**src/rtl/osd_irq_pkg.sv**
```systemverilog
`timescale 1ns/1ps
package osd_irq_pkg;
  // One sampled copy of the video timing inputs
  typedef struct packed {
    logic hblank;
    logic vblank;
    logic hsync;
    logic fstart;
  } vid_t;
endpackage

```
**src/rtl/osd_irq_sampler.sv**
```systemverilog
`timescale 1ns/1ps
module osd_irq_sampler
  import osd_irq_pkg::*;
#(
  parameter int LINE_W = 10
) (
  input  logic              clk,
  input  logic              rst_n,
  input  vid_t              vid_i,
  input  logic              mode_i,
  input  logic              cc_en_i,
  input  logic [LINE_W-1:0] slice_i,
  output vid_t              vid_cur_o,
  output vid_t              vid_prev_o,
  output logic              mode_o,
  output logic              cc_en_o,
  output logic [LINE_W-1:0] slice_o
);
  vid_t cur_q, prev_q;
  logic mode_q, cc_en_q;
  logic [LINE_W-1:0] slice_q;

  always_ff @(posedge clk or negedge rst_n) begin
    if (!rst_n) begin
      cur_q   <= '0;
      prev_q  <= '0;
      mode_q  <= 1'b0;
      cc_en_q <= 1'b0;
      slice_q <= '0;
    end else begin
      cur_q   <= vid_i;
      prev_q  <= cur_q;
      mode_q  <= mode_i;
      cc_en_q <= cc_en_i;
      slice_q <= slice_i;
    end
  end

  assign vid_cur_o  = cur_q;
  assign vid_prev_o = prev_q;
  assign mode_o     = mode_q;
  assign cc_en_o    = cc_en_q;
  assign slice_o    = slice_q;
endmodule

```
**src/rtl/osd_line_counter.sv**
```systemverilog
`timescale 1ns/1ps
module osd_line_counter #(
  parameter int LINE_W = 10
) (
  input  logic              clk,
  input  logic              rst_n,
  input  logic              fs_rise_i,
  input  logic              hs_rise_i,
  output logic [LINE_W-1:0] line_o
);
  localparam logic [LINE_W-1:0] LINE_MAX = {LINE_W{1'b1}};

  logic [LINE_W-1:0] line_q, line_d;
  logic              line_en;

  always_comb begin
    line_en = fs_rise_i | hs_rise_i;
    line_d  = line_q;
    if (fs_rise_i)
      line_d = '0;
    else if (hs_rise_i && line_q != LINE_MAX)
      line_d = line_q + 1'b1;
  end

  always_ff @(posedge clk or negedge rst_n) begin
    if (!rst_n)
      line_q <= '0;
    else if (line_en)
      line_q <= line_d;
  end

  assign line_o = line_o_w();
  function automatic logic [LINE_W-1:0] line_o_w();
    return line_q;
  endfunction

  AST_LINE_CLEAR: assert property (@(posedge clk) disable iff (!rst_n)
    fs_rise_i |=> line_q == '0);
  AST_LINE_STEP: assert property (@(posedge clk) disable iff (!rst_n)
    (hs_rise_i && !fs_rise_i && line_q != LINE_MAX) |=> line_q == LINE_W'($past(line_q) + 1'b1));
  AST_LINE_HOLD: assert property (@(posedge clk) disable iff (!rst_n)
    (!hs_rise_i && !fs_rise_i) |=> $stable(line_q));
endmodule

```
**src/rtl/osd_busy_event.sv**
```systemverilog
`timescale 1ns/1ps
module osd_busy_event (
  input  logic clk,
  input  logic rst_n,
  input  logic mode_vert_i,
  input  logic h_rise_i,
  input  logic v_rise_i,
  input  logic v_level_i,
  output logic busy_o
);
  logic busy_q, busy_d;

  always_comb begin
    if (mode_vert_i)
      busy_d = v_rise_i;
    else
      busy_d = h_rise_i & ~v_level_i;
  end

  always_ff @(posedge clk or negedge rst_n) begin
    if (!rst_n)
      busy_q <= 1'b0;
    else
      busy_q <= busy_d;
  end

  assign busy_o = busy_q;

  AST_BUSY_SINGLE: assert property (@(posedge clk) disable iff (!rst_n)
    busy_q |=> !busy_q);
  AST_BUSY_TEXT_ACTIVE: assert property (@(posedge clk) disable iff (!rst_n)
    (!mode_vert_i && v_level_i) |=> !busy_q);
  AST_BUSY_VERT_SRC: assert property (@(posedge clk) disable iff (!rst_n)
    (mode_vert_i && !v_rise_i) |=> !busy_q);
endmodule

```
**src/rtl/osd_caption_event.sv**
```systemverilog
`timescale 1ns/1ps
module osd_caption_event #(
  parameter int LINE_W = 10
) (
  input  logic              clk,
  input  logic              rst_n,
  input  logic              cc_en_i,
  input  logic              hs_rise_i,
  input  logic              fs_rise_i,
  input  logic [LINE_W-1:0] line_i,
  input  logic [LINE_W-1:0] slice_i,
  output logic              cc_o
);
  logic cc_q, cc_d;

  always_comb begin
    cc_d = cc_en_i & hs_rise_i & ~fs_rise_i & (line_i == slice_i);
  end

  always_ff @(posedge clk or negedge rst_n) begin
    if (!rst_n)
      cc_q <= 1'b0;
    else
      cc_q <= cc_d;
  end

  assign cc_o = cc_q;

  AST_CC_SINGLE: assert property (@(posedge clk) disable iff (!rst_n)
    cc_q |=> !cc_q);
  AST_CC_NEEDS_EN: assert property (@(posedge clk) disable iff (!rst_n)
    !cc_en_i |=> !cc_q);
  AST_CC_FS_WINS: assert property (@(posedge clk) disable iff (!rst_n)
    fs_rise_i |=> !cc_q);
endmodule

```
**src/rtl/osd_blank_irq.sv**
```systemverilog
`timescale 1ns/1ps
module osd_blank_irq
  import osd_irq_pkg::*;
#(
  parameter int LINE_W = 10
) (
  input  logic              clk,
  input  logic              rst_n,
  input  logic              hblank_i,
  input  logic              vblank_i,
  input  logic              hsync_i,
  input  logic              field_start_i,
  input  logic              mode_vert_i,
  input  logic [LINE_W-1:0] slice_line_i,
  input  logic              cc_enable_i,
  output logic              busy_irq_o,
  output logic              cc_irq_o
);
  vid_t vid_in, vid_cur, vid_prev, vid_rise;
  logic mode_q, cc_en_q;
  logic [LINE_W-1:0] slice_q, line_cnt;

  always_comb begin
    vid_in.hblank = hblank_i;
    vid_in.vblank = vblank_i;
    vid_in.hsync  = hsync_i;
    vid_in.fstart = field_start_i;
    vid_rise      = vid_cur & ~vid_prev;
  end

  osd_irq_sampler #(.LINE_W(LINE_W)) u_sampler (
    .clk(clk), .rst_n(rst_n), .vid_i(vid_in), .mode_i(mode_vert_i),
    .cc_en_i(cc_enable_i), .slice_i(slice_line_i), .vid_cur_o(vid_cur),
    .vid_prev_o(vid_prev), .mode_o(mode_q), .cc_en_o(cc_en_q), .slice_o(slice_q)
  );

  osd_line_counter #(.LINE_W(LINE_W)) u_lines (
    .clk(clk), .rst_n(rst_n), .fs_rise_i(vid_rise.fstart),
    .hs_rise_i(vid_rise.hsync), .line_o(line_cnt)
  );

  osd_busy_event u_busy (
    .clk(clk), .rst_n(rst_n), .mode_vert_i(mode_q), .h_rise_i(vid_rise.hblank),
    .v_rise_i(vid_rise.vblank), .v_level_i(vid_cur.vblank), .busy_o(busy_irq_o)
  );

  osd_caption_event #(.LINE_W(LINE_W)) u_caption (
    .clk(clk), .rst_n(rst_n), .cc_en_i(cc_en_q), .hs_rise_i(vid_rise.hsync),
    .fs_rise_i(vid_rise.fstart), .line_i(line_cnt), .slice_i(slice_q), .cc_o(cc_irq_o)
  );

  AST_MODE_NO_PULSE: assert property (@(posedge clk) disable iff (!rst_n)
    (!vid_rise.hblank && !vid_rise.vblank) |=> !busy_irq_o);
  AST_RESET_FIRST: assert property (@(posedge clk)
    !rst_n |=> (!busy_irq_o && !cc_irq_o));
endmodule

```
**config.mk**
```make
export PLATFORM = sky130hd
export DESIGN_NAME = osd_blank_irq
export DESIGN_NICKNAME = d
export VERILOG_FILES = /design/src/rtl/osd_irq_pkg.sv /design/src/rtl/osd_irq_sampler.sv /design/src/rtl/osd_line_counter.sv /design/src/rtl/osd_busy_event.sv /design/src/rtl/osd_caption_event.sv /design/src/rtl/osd_blank_irq.sv
export SDC_FILE = /design/constraint.sdc
export NUM_CORES = 1
export LEC_CHECK = 0
export BUFFER_PORTS_ARGS = -buffer_cell sky130_fd_sc_hd__buf_2
export CORE_ASPECT_RATIO = 1.1
export CORE_MARGIN = 2
export CORE_UTILIZATION = 55
export CTS_CLUSTER_SIZE = 16
export DETAILED_ROUTE_END_ITERATION = 16
export HOLD_SLACK_MARGIN = 0.06
export PLACE_DENSITY = 0.8
export SLEW_MARGIN = 25
export SYNTH_ARGS = -nofsm -noshare
export SYNTH_HDL_FRONTEND = slang
export SYNTH_SLANG_ARGS = --single-unit
```
**constraint.sdc**
```tcl
create_clock -name clk -period 4.5 [get_ports clk]
set_input_delay 0.45 -clock clk [delete_from_list [all_inputs] [get_ports clk]]
set_output_delay 0.45 -clock clk [all_outputs]
set_load 0.01 [all_outputs]
```
* Word-level counts from Yosys, hierarchy flattened
Cells that the tools add are included.
Storage, ports and cells: bits in registers 32, bits of input ports 18, output and inout bits 2, word-level logic and storage cells 32
Operators by class: add/sub/neg operators 1, eq/ne operators 2, mux-type cells 3, bitwise operators 9, reduce and logical (&&, ||, !) cells 3
Operators with widths (number):
- $mux W10 | 2
- $add A10 B1 Y10 const B | 1
- $eq A10 B10 Y1 | 1
- $ne A10 B10 Y1 const B | 1
- $and A1 B1 Y1 | 4
- $and A4 B4 Y4 | 1
- $not A4 Y4 | 1
- $not A1 Y1 | 2
- $reduce_and A2 Y1 | 1
- $reduce_bool A2 Y1 | 1
- $logic_and A1 B1 Y1 | 1
- $mux W1 | 1
- $or A1 B1 Y1 | 1

* Logic depth before layout (Yosys ltp)
Gate-level depths: netlist (run 1).
depth after elaboration 5, depth in mapped cells 5, depth with buffers taken out 5

* Modules after synthesis
Synthesis (run 1) repeated with hierarchy kept, for this count alone.
Second synthesis, totals: cell total of the unflattened synthesis 112, area, all modules 1383.8 um2
Modules (own cells, without submodules):
- osd_line_counter | instances 1, cells each 68, area an instance 635.6 um2
- osd_irq_sampler | instances 1, cells each 20, area an instance 500.5 um2
- osd_caption_event | instances 1, cells each 16, area an instance 148.9 um2
- osd_blank_irq | instances 1, cells each 4, area an instance 55.1 um2
- osd_busy_event | instances 1, cells each 4, area an instance 43.8 um2

* Least setup slack after synthesis (run 1)
No wires, ideal clock.
kind register to register, start point reg u_lines.line_q[0], in the netlist u_lines.line_o[0], end point reg u_lines.line_q[7], in the netlist u_lines.line_o[7], data arrival time 1.475 ns, setup slack 2.947 ns, stages on the path, launching flop included 6, buffers on the path 0, cells stage by stage dfrtp_1 > ha_1 > nand3_1 > nor2_1 > or4_1 > a21oi_1
On the way: word-level cells in the longest chain between the ends 4
RTL lines:
- from (decl) | RTL line osd_line_counter.sv:13 | logic [LINE_W-1:0] line_q, line_d;
- from (signal assigned) | RTL line osd_line_counter.sv:29 | line_q <= line_d;
- branches (longest 4 deep; another with $add A10 B1 Y10)
Parallel ways; which one is timed is not known. The select of a mux whose other input is x is not followed. A chain may end at the register's enable or synchronous reset.

* Worst setup path in the final report (run 1)
Ends and elaborated chain as after synthesis.

==> results of run 1 <==
## per-layer routing
metal | part of all wire, % | vias up | track usage [%]
li1 | - | 396 | -
met5 | 0 | - | 0
met2 | 50 | 37 | 29.8
met1 | 41 | 388 | 20.5
met4 | 1.3 | 0 | 8.33
met3 | 7.5 | 6 | 8.33
## registers in the layout (all words and copies together) (netlist names)
signal / count
u_caption.cc_o: 1
u_sampler.mode_o: 1
u_sampler.vid_prev_o: 4
u_sampler.slice_o: 10
u_lines.line_o: 10
u_sampler.vid_cur_o: 4
u_sampler.cc_en_o: 1
u_busy.busy_o: 1
## power by group
part	total, mW	switching (mW)	internal (mW)
Combinational	0.0369	0.0185	0.0184
Clock	0.171	0.0823	0.0884
Sequential	0.315	0.0132	0.302
Total	0.522	0.114	0.408
## cell type report
| type | instances | area (sq um) |
|---|---|---|
| sequential | 32 | 801 |
| multi-input combinational | 62 | 433 |
| timing repair buffer | 19 | 95.1 |
| inverter | 2 | 7.51 |
| clock buffer | 7 | 65.1 |
| fill | 182 | 768 |
| tap | 30 | 37.5 |
## cells by family after synthesis
kind of cell,synth area share (%)
adders and majority gates,0.997
AOI/OAI and AO/OA,8.97
DFF,63.8
and+or+nand+nor,16.1
buffers and inverters,1.69
xor gates and xnor gates,7.68
muxes,0.798
## worst max-delay path: stages, from the launching register on
cell and delay (ns):
dfrtp_1 0.48, ha_1 0.27, nand3_1 0.14, nor2_1 0.11
or4_1 0.48, a21oi_1 0.15
## final timing paths
path	start	to	slack, ns	depth (start not counted)
min	rst_n	u_sampler.slice_o[2]$_DFF_PN0_	0.14	1
max	u_lines.line_o[0]$_DFFE_PN0P_	u_lines.line_o[7]$_DFFE_PN0P_	2.79	5
min reg2reg	u_sampler.vid_cur_o[3]$_DFF_PN0_	u_sampler.vid_prev_o[3]$_DFF_PN0_	0.39	0
max reg2reg	u_lines.line_o[0]$_DFFE_PN0P_	u_lines.line_o[7]$_DFFE_PN0P_	2.79	5
max in group asynchronous	rst_n	u_sampler.cc_en_o$_DFF_PN0_	3.94	1
min in group clk	slice_line_i[1]	u_sampler.slice_o[1]$_DFF_PN0_	0.23	1
## Yosys cell counts
cell type,number
or4b_2,1
dfrtp_1,32
ha_1,1
o2111a_1,1
o31ai_2,1
nand2b_1,2
or3_1,1
o311ai_0,1
nand4_1,4
o41ai_1,1
a31o_2,1
xor2_1,1
or4_1,1
nand4_4,1
o31ai_1,1
and4b_2,1
inv_1,2
nor3_1,2
o21ai_0,4
buf_2,2
mux2i_1,1
xnor2_1,10
a21oi_1,7
nor4_1,1
nor2b_1,2
and4b_4,1
or3_2,1
nor2_1,3
nand2_1,7
nand3_1,4
buf_1,1
## placed cells by master, fill, tap and decap left out
| cell | synthesis | layout |
|---|---|---|
| a21oi_1 | 7 | 7 |
| a31o_2 | 1 | 1 |
| and4b_2 | 1 | 1 |
| and4b_4 | 1 | 1 |
| buf_2 | 2 | 19 |
| clkbuf_4 | 0 | 5 |
| clkbuf_8 | 0 | 2 |
| dfrtp_1 | 32 | 32 |
| ha_1 | 1 | 1 |
| inv_1 | 2 | 2 |
| mux2i_1 | 1 | 1 |
| nand2_1 | 7 | 7 |
| nand2b_1 | 2 | 2 |
| nand3_1 | 4 | 4 |
| nand4_1 | 4 | 4 |
| nand4_4 | 1 | 1 |
| nor2_1 | 3 | 3 |
| nor2b_1 | 2 | 2 |
| nor3_1 | 2 | 2 |
| nor4_1 | 1 | 1 |
| o2111a_1 | 1 | 1 |
| o21ai_0 | 4 | 4 |
| o311ai_0 | 1 | 1 |
| o31ai_1 | 1 | 1 |
| o31ai_2 | 1 | 1 |
| o41ai_1 | 1 | 1 |
| or3_1 | 1 | 1 |
| or3_2 | 1 | 1 |
| or4_1 | 1 | 1 |
| or4b_2 | 1 | 1 |
| xnor2_1 | 10 | 10 |
| xor2_1 | 1 | 1 |
## per-stage QoR
stage               hold WS (ns)  power, mW  utilization (%)
finish                     0.144      0.522             65.2
global route               0.171      0.553             65.2
CTS                        0.151      0.532             65.2
detailed placement         0.370      0.359             62.2
global placement           0.359      0.357             62.2
floorplan                  0.154      0.339                -
==> flow_metrics.tcl, run 1 <==
set metrics [dict create \
    dieArea_sq_um 2680 \
    dp_slack_ns 2.82 \
    drtPass1Iterations 4 \
    finalSetupViolations 0 \
    holdBufCountCts 0 \
    status "finished clean" \
    slew_headroom_pct 57.1 \
    synth_area_per_cell_sq_um 12.7 \
    criticalPathCategory "reg2reg" \
    wire_per_inst_microns 13.0 \
    tightest_slew_ns 0.643 \
    diodes 0 \
    crit_fanout 6 \
    drt_iter0_markers 6 \
    clk_pin_slew_ns 0.09 \
    placedInstanceArea_sq_um 1370 \
    yosysSeqAreaShare_pct 63.8 \
    dp_cells 145 \
    synth_area_leaders "dfrtp_1 64%, xnor2_1 7.0%, a21oi_1 2.8%" \
    die_h_microns 54.1 \
    slew_violations 0 \
    finalHoldViolCount 0 \
    drc_errors 0 \
    grt_max_degree 33 \
    peakVddDrop_uv 249 \
    drt-total-wl_microns 1970 \
    ant_nets 0 \
    cts_buffer_depth 2 \
    dp.final_hpwl_microns 1440 \
    syn_nets 118 \
    final_area_sq_um 1440 \
    fin_crit_sh_pct 37.9 \
    synth-seq-cells 32 \
    cts_resized 0 \
    yosysUniqueCellTypes 31 \
    insertion_delay_ns 0.32 \
    setup_ws_ns 2.79 \
    min_path_type "in2async" \
    gr-usage-all-layers_pct 18.1 \
    grt_overflow 0 \
    grt_antenna_before_repair 0 \
    setup_tns_ns 0 \
    power.leakage_nw 0.637 \
    cts_tree "yes" \
    core-area_sq_um 2210 \
    nets 141 \
    area_growth_pct 14.7 \
    cts-root-buf "clkbuf_4" \
    numPortBuffers 19 \
    drive_gt1_share_pct 27.0 \
    synth_area_sq_um 1250 \
    skew_ns 0.00577 \
    ios 20 \
    vias 827 \
    critPathLaunchType "flip-flop" \
    grt_pass1_wl_microns 3350 \
    critPathArrivalTime_ns 1.95 \
    dieWidth_microns 49.5 \
    synth.yosys.warnings 0 \
    rows 18 \
    cts.sinks 32 \
    start_util_pct 56.9 \
    yosys.area.top_type "dfrtp_1" \
    required_ns 4.75 \
    grt_pass1_vias 769 \
    vias_per_cell 5.44 \
    max_freq_mhz 586 \
    maxCapViolCount 0 \
    syn_inst 99 \
    power.density_nw_per_um2 363 \
    critPathCaptureType "flip-flop" \
    cts_setup_buffers 0 \
    h-tree-depth 2 \
    globalplace.congestion 0.808 \
    netlist.area_leader.share_pct 63.8 \
    cts-buffers-inserted 5 \
    final_cell_count_no_fill 152 \
    rsz0062_at_grt "no" \
    final.min_clock_period_ns 1.71 \
]
Power figures use the tool's default switching activity.
==> run 2, diff against run 1 <==
--- a/config.mk
+++ b/config.mk
@@ -5,6 +5,7 @@
 export SDC_FILE = /design/constraint.sdc
 export NUM_CORES = 1
 export LEC_CHECK = 0
+export ABC_AREA = 1
 export BUFFER_PORTS_ARGS = -buffer_cell sky130_fd_sc_hd__buf_2
 export CORE_ASPECT_RATIO = 1.1
 export CORE_MARGIN = 2
@@ -12,7 +13,7 @@
 export CTS_CLUSTER_SIZE = 16
 export DETAILED_ROUTE_END_ITERATION = 16
 export HOLD_SLACK_MARGIN = 0.06
-export PLACE_DENSITY = 0.8
+export PLACE_DENSITY = 0.79
 export SLEW_MARGIN = 25
 export SYNTH_ARGS = -nofsm -noshare
 export SYNTH_HDL_FRONTEND = slang
==> constraint.sdc (replaced) <==
create_clock -name clk -period 1.7 [get_ports clk]
set_input_delay 0.17 -clock clk [delete_from_list [all_inputs] [get_ports clk]]
set_output_delay 0.17 -clock clk [all_outputs]
set_load 0.01 [all_outputs]
==> run 2 against run 1 <==
Compared with the run above:
- via count up 34%
- setup slack got worse by 2.5 ns
- count of clock-buffer cells in the layout is 1 lower
- routed wire length grew 41%
- critical path depth is 3 higher
- non-clock buffer count grew 17
- clock skew grew 0.0055 ns
- fmax increased by 25%
- cell count increased by 41%
- utilization up 8.6 points
- register-to-register slack got worse by 2.5 ns
- critical endpoint is now u_lines.line_o[0]$_DFFE_PN0P_
==> flow_metrics.tcl, run 2 <==
set metrics [dict create \
    vias 1107 \
    clk_pin_slew_ns 0.10 \
    worst-path-stages 8 \
    power.leakage_nw 0.832 \
    yosysMostFrequentCell "nand2_1" \
    cts_buffer_depth 2 \
    core-area_sq_um 2300 \
    wire_per_inst_microns 13.0 \
    globalplace.congestion 0.886 \
    yosysSeqAreaShare_pct 58.8 \
    final_cell_count_no_fill 214 \
    final_common_cell "nand2_1" \
    crit_chain "ha_1, nand2_1, nor2_2, nand3_2, nand2_4, inv_2, nand3_1, o21ai_1" \
    final.min_clock_period_ns 1.36 \
    synth_flop_cell "dfrtp_1" \
    drt-total-wl_microns 2780 \
    syn_nets 163 \
    synth.yosys.warnings 0 \
    cts-root-buf "clkbuf_4" \
    max_freq_mhz 734 \
    drt_iter0_markers 19 \
    grt_use_met3_pct 9.68 \
    yosys.area.top_type "dfrtp_1" \
    multiInputGateArea_sq_um 465 \
    diodes 0 \
    final_area_sq_um 1700 \
    setup_tns_ns 0 \
    layout_common_cells "37 x nand2_1, 32 x dfrtp_1, 19 x buf_2, 17 x inv_1, 17 x dlygate4sd3_1" \
    grt_pass1_wl_microns 4820 \
    finalHoldWorstSlack_ns 0.383 \
    synth_common_cells "37 x nand2_1, 32 x dfrtp_1, 17 x inv_1, 10 x nand4_1, 9 x nand3_1" \
    skew_ns 0.0113 \
    grt_use_met1_pct 26.8 \
    die_h_microns 56.2 \
    slew_headroom_pct 55.0 \
    tightest_slew_ns 0.675 \
    critPathMaxStageDelay_ns 0.40 \
    numPortBuffers 19 \
    syn_inst 144 \
    rows 18 \
    netlist.area_leader.share_pct 58.8 \
    met2_usage_pct 38.8 \
    globalRoute.busiestLayer "met2" \
    crit_fanout 9 \
    finalSetupViolations 0 \
    finalHoldViolCount 0 \
    drtPass1Iterations 4 \
    crit_slowest_cell "dfrtp_1" \
    ant_nets 0 \
    placedInstanceArea_sq_um 1480 \
    critical-path-top-delay-family "simple AND/OR/NAND/NOR gates" \
    critPathCaptureType "flip-flop" \
    criticalPathCategory "reg2reg" \
    status "finished clean" \
    min_path_type "reg2reg" \
    insertion_delay_ns 0.33 \
    cts_resized 0 \
    ios 20 \
    vias_per_cell 5.17 \
    critPathLaunchType "flip-flop" \
    critPathArrivalTime_ns 1.57 \
    required_ns 1.91 \
    cts.sinks 32 \
    slew_violations 0 \
    grt_overflow 0 \
    start_util_pct 59.3 \
    rsz0062_at_grt "no" \
    peakVddDrop_uv 727 \
    synth_area_sq_um 1360 \
    synth_area_leaders "dfrtp_1 59%, nand2_1 10%, inv_1 4.7%" \
    gr-usage-all-layers_pct 23.8 \
    cts_setup_buffers 0 \
    h-tree-depth 2 \
    grt_max_degree 33 \
    synth_edf_count 0 \
    dieArea_sq_um 2890 \
    area_growth_pct 24.4 \
    synthArstFlopShare_pct 100 \
    cp_num_buf_inv 1 \
    drc_errors 0 \
    dp_cells 190 \
    regArea_sq_um 801 \
    cts_tree "yes" \
    drive_gt1_share_pct 18.5 \
    synth-seq-cells 32 \
    yosysUniqueCellTypes 26 \
    dp.final_hpwl_microns 1770 \
    power.density_nw_per_um2 791 \
    synth_area_per_cell_sq_um 9.46 \
    grt_pass1_vias 1085 \
    fillers 175 \
    cts-buffers-inserted 5 \
    dieWidth_microns 51.5 \
    fin_crit_sh_pct 80.1 \
    r2r_cells 8 \
    grt_antenna_before_repair 0 \
    hold_depth 0 \
    nets 203 \
    maxCapViolCount 0 \
]
[run 2: changes by cell type in the layout (fill, tap and decap cells not counted), sizes merged, moves of 5 or more]
cell / delta
nand3: +6
a21oi: -7
nor2: +7
dlygate4sd3: +17
nand4: +5
nand2: +32
xnor2: -7
inv: +17
[run 2: what timing repair did]
item                       in CTS  in global routing
hold buffers                   17                  0
hold endpoints to repair       48                  0
setup endpoints to repair       0                  0
[run 2: cells by family after synthesis]
group,Yosys count,synth area share [%]
compound gates,10,4.50
buf+inv,23,7.07
fa+ha+maj,1,0.918
xor+xnor,5,3.21
flops,32,58.8
simple gates,73,25.5
[run 2: per-layer routing]
| layer | vias up | wire, microns |
|---|---|---|
| met5 | - | 0 |
| met4 | 0 | 81 |
| met3 | 10 | 153 |
| met2 | 37 | 1450 |
| met1 | 521 | 1100 |
| li1 | 539 | - |
[run 2: metrics by stage]
| step | worst slack, ns | total power, mW | util (%) |
|---|---|---|---|
| after floorplan | 0.491 | 0.883 | - |
| final | 0.338 | 1.34 | 73.8 |
| after global placement | 0.385 | 0.930 | 64.4 |
| after global routing | 0.212 | 1.41 | 73.8 |
| after detailed placement | 0.353 | 0.933 | 64.4 |
| after CTS | 0.343 | 1.34 | 73.8 |
[run 2: power breakdown]
group | internal [mW] | total (mW) | switching, mW
clock | 0.152 | 0.389 | 0.237
combinational | 0.0654 | 0.136 | 0.0706
sequential | 0.794 | 0.815 | 0.0207
total | 1.01 | 1.34 | 0.329
[run 2: path summary, 6_finish.rpt]
check                      slack (ns)                        startpoint                           endpoint
max in group asynchronous        0.86                             rst_n   u_sampler.vid_cur_o[3]$_DFF_PN0_
setup / recovery                 0.34     u_lines.line_o[1]$_DFFE_PN0P_      u_lines.line_o[0]$_DFFE_PN0P_
hold / removal                   0.38  u_sampler.vid_cur_o[1]$_DFF_PN0_  u_sampler.vid_prev_o[1]$_DFF_PN0_
setup reg to reg                 0.34     u_lines.line_o[1]$_DFFE_PN0P_      u_lines.line_o[0]$_DFFE_PN0P_
min in group asynchronous        0.40                             rst_n      u_lines.line_o[2]$_DFFE_PN0P_
hold reg to reg                  0.38  u_sampler.vid_cur_o[1]$_DFF_PN0_  u_sampler.vid_prev_o[1]$_DFF_PN0_
[run 2: area by class of cell]
class | count | area share, %
inverters | 20 | 4.72
repair buffers | 36 | 15.6
well taps | 30 | 2.21
multi-input cells | 89 | 27.5
clock inverters | 1 | 0.295
clock buffers | 6 | 2.44
flip-flops and latches | 32 | 47.2
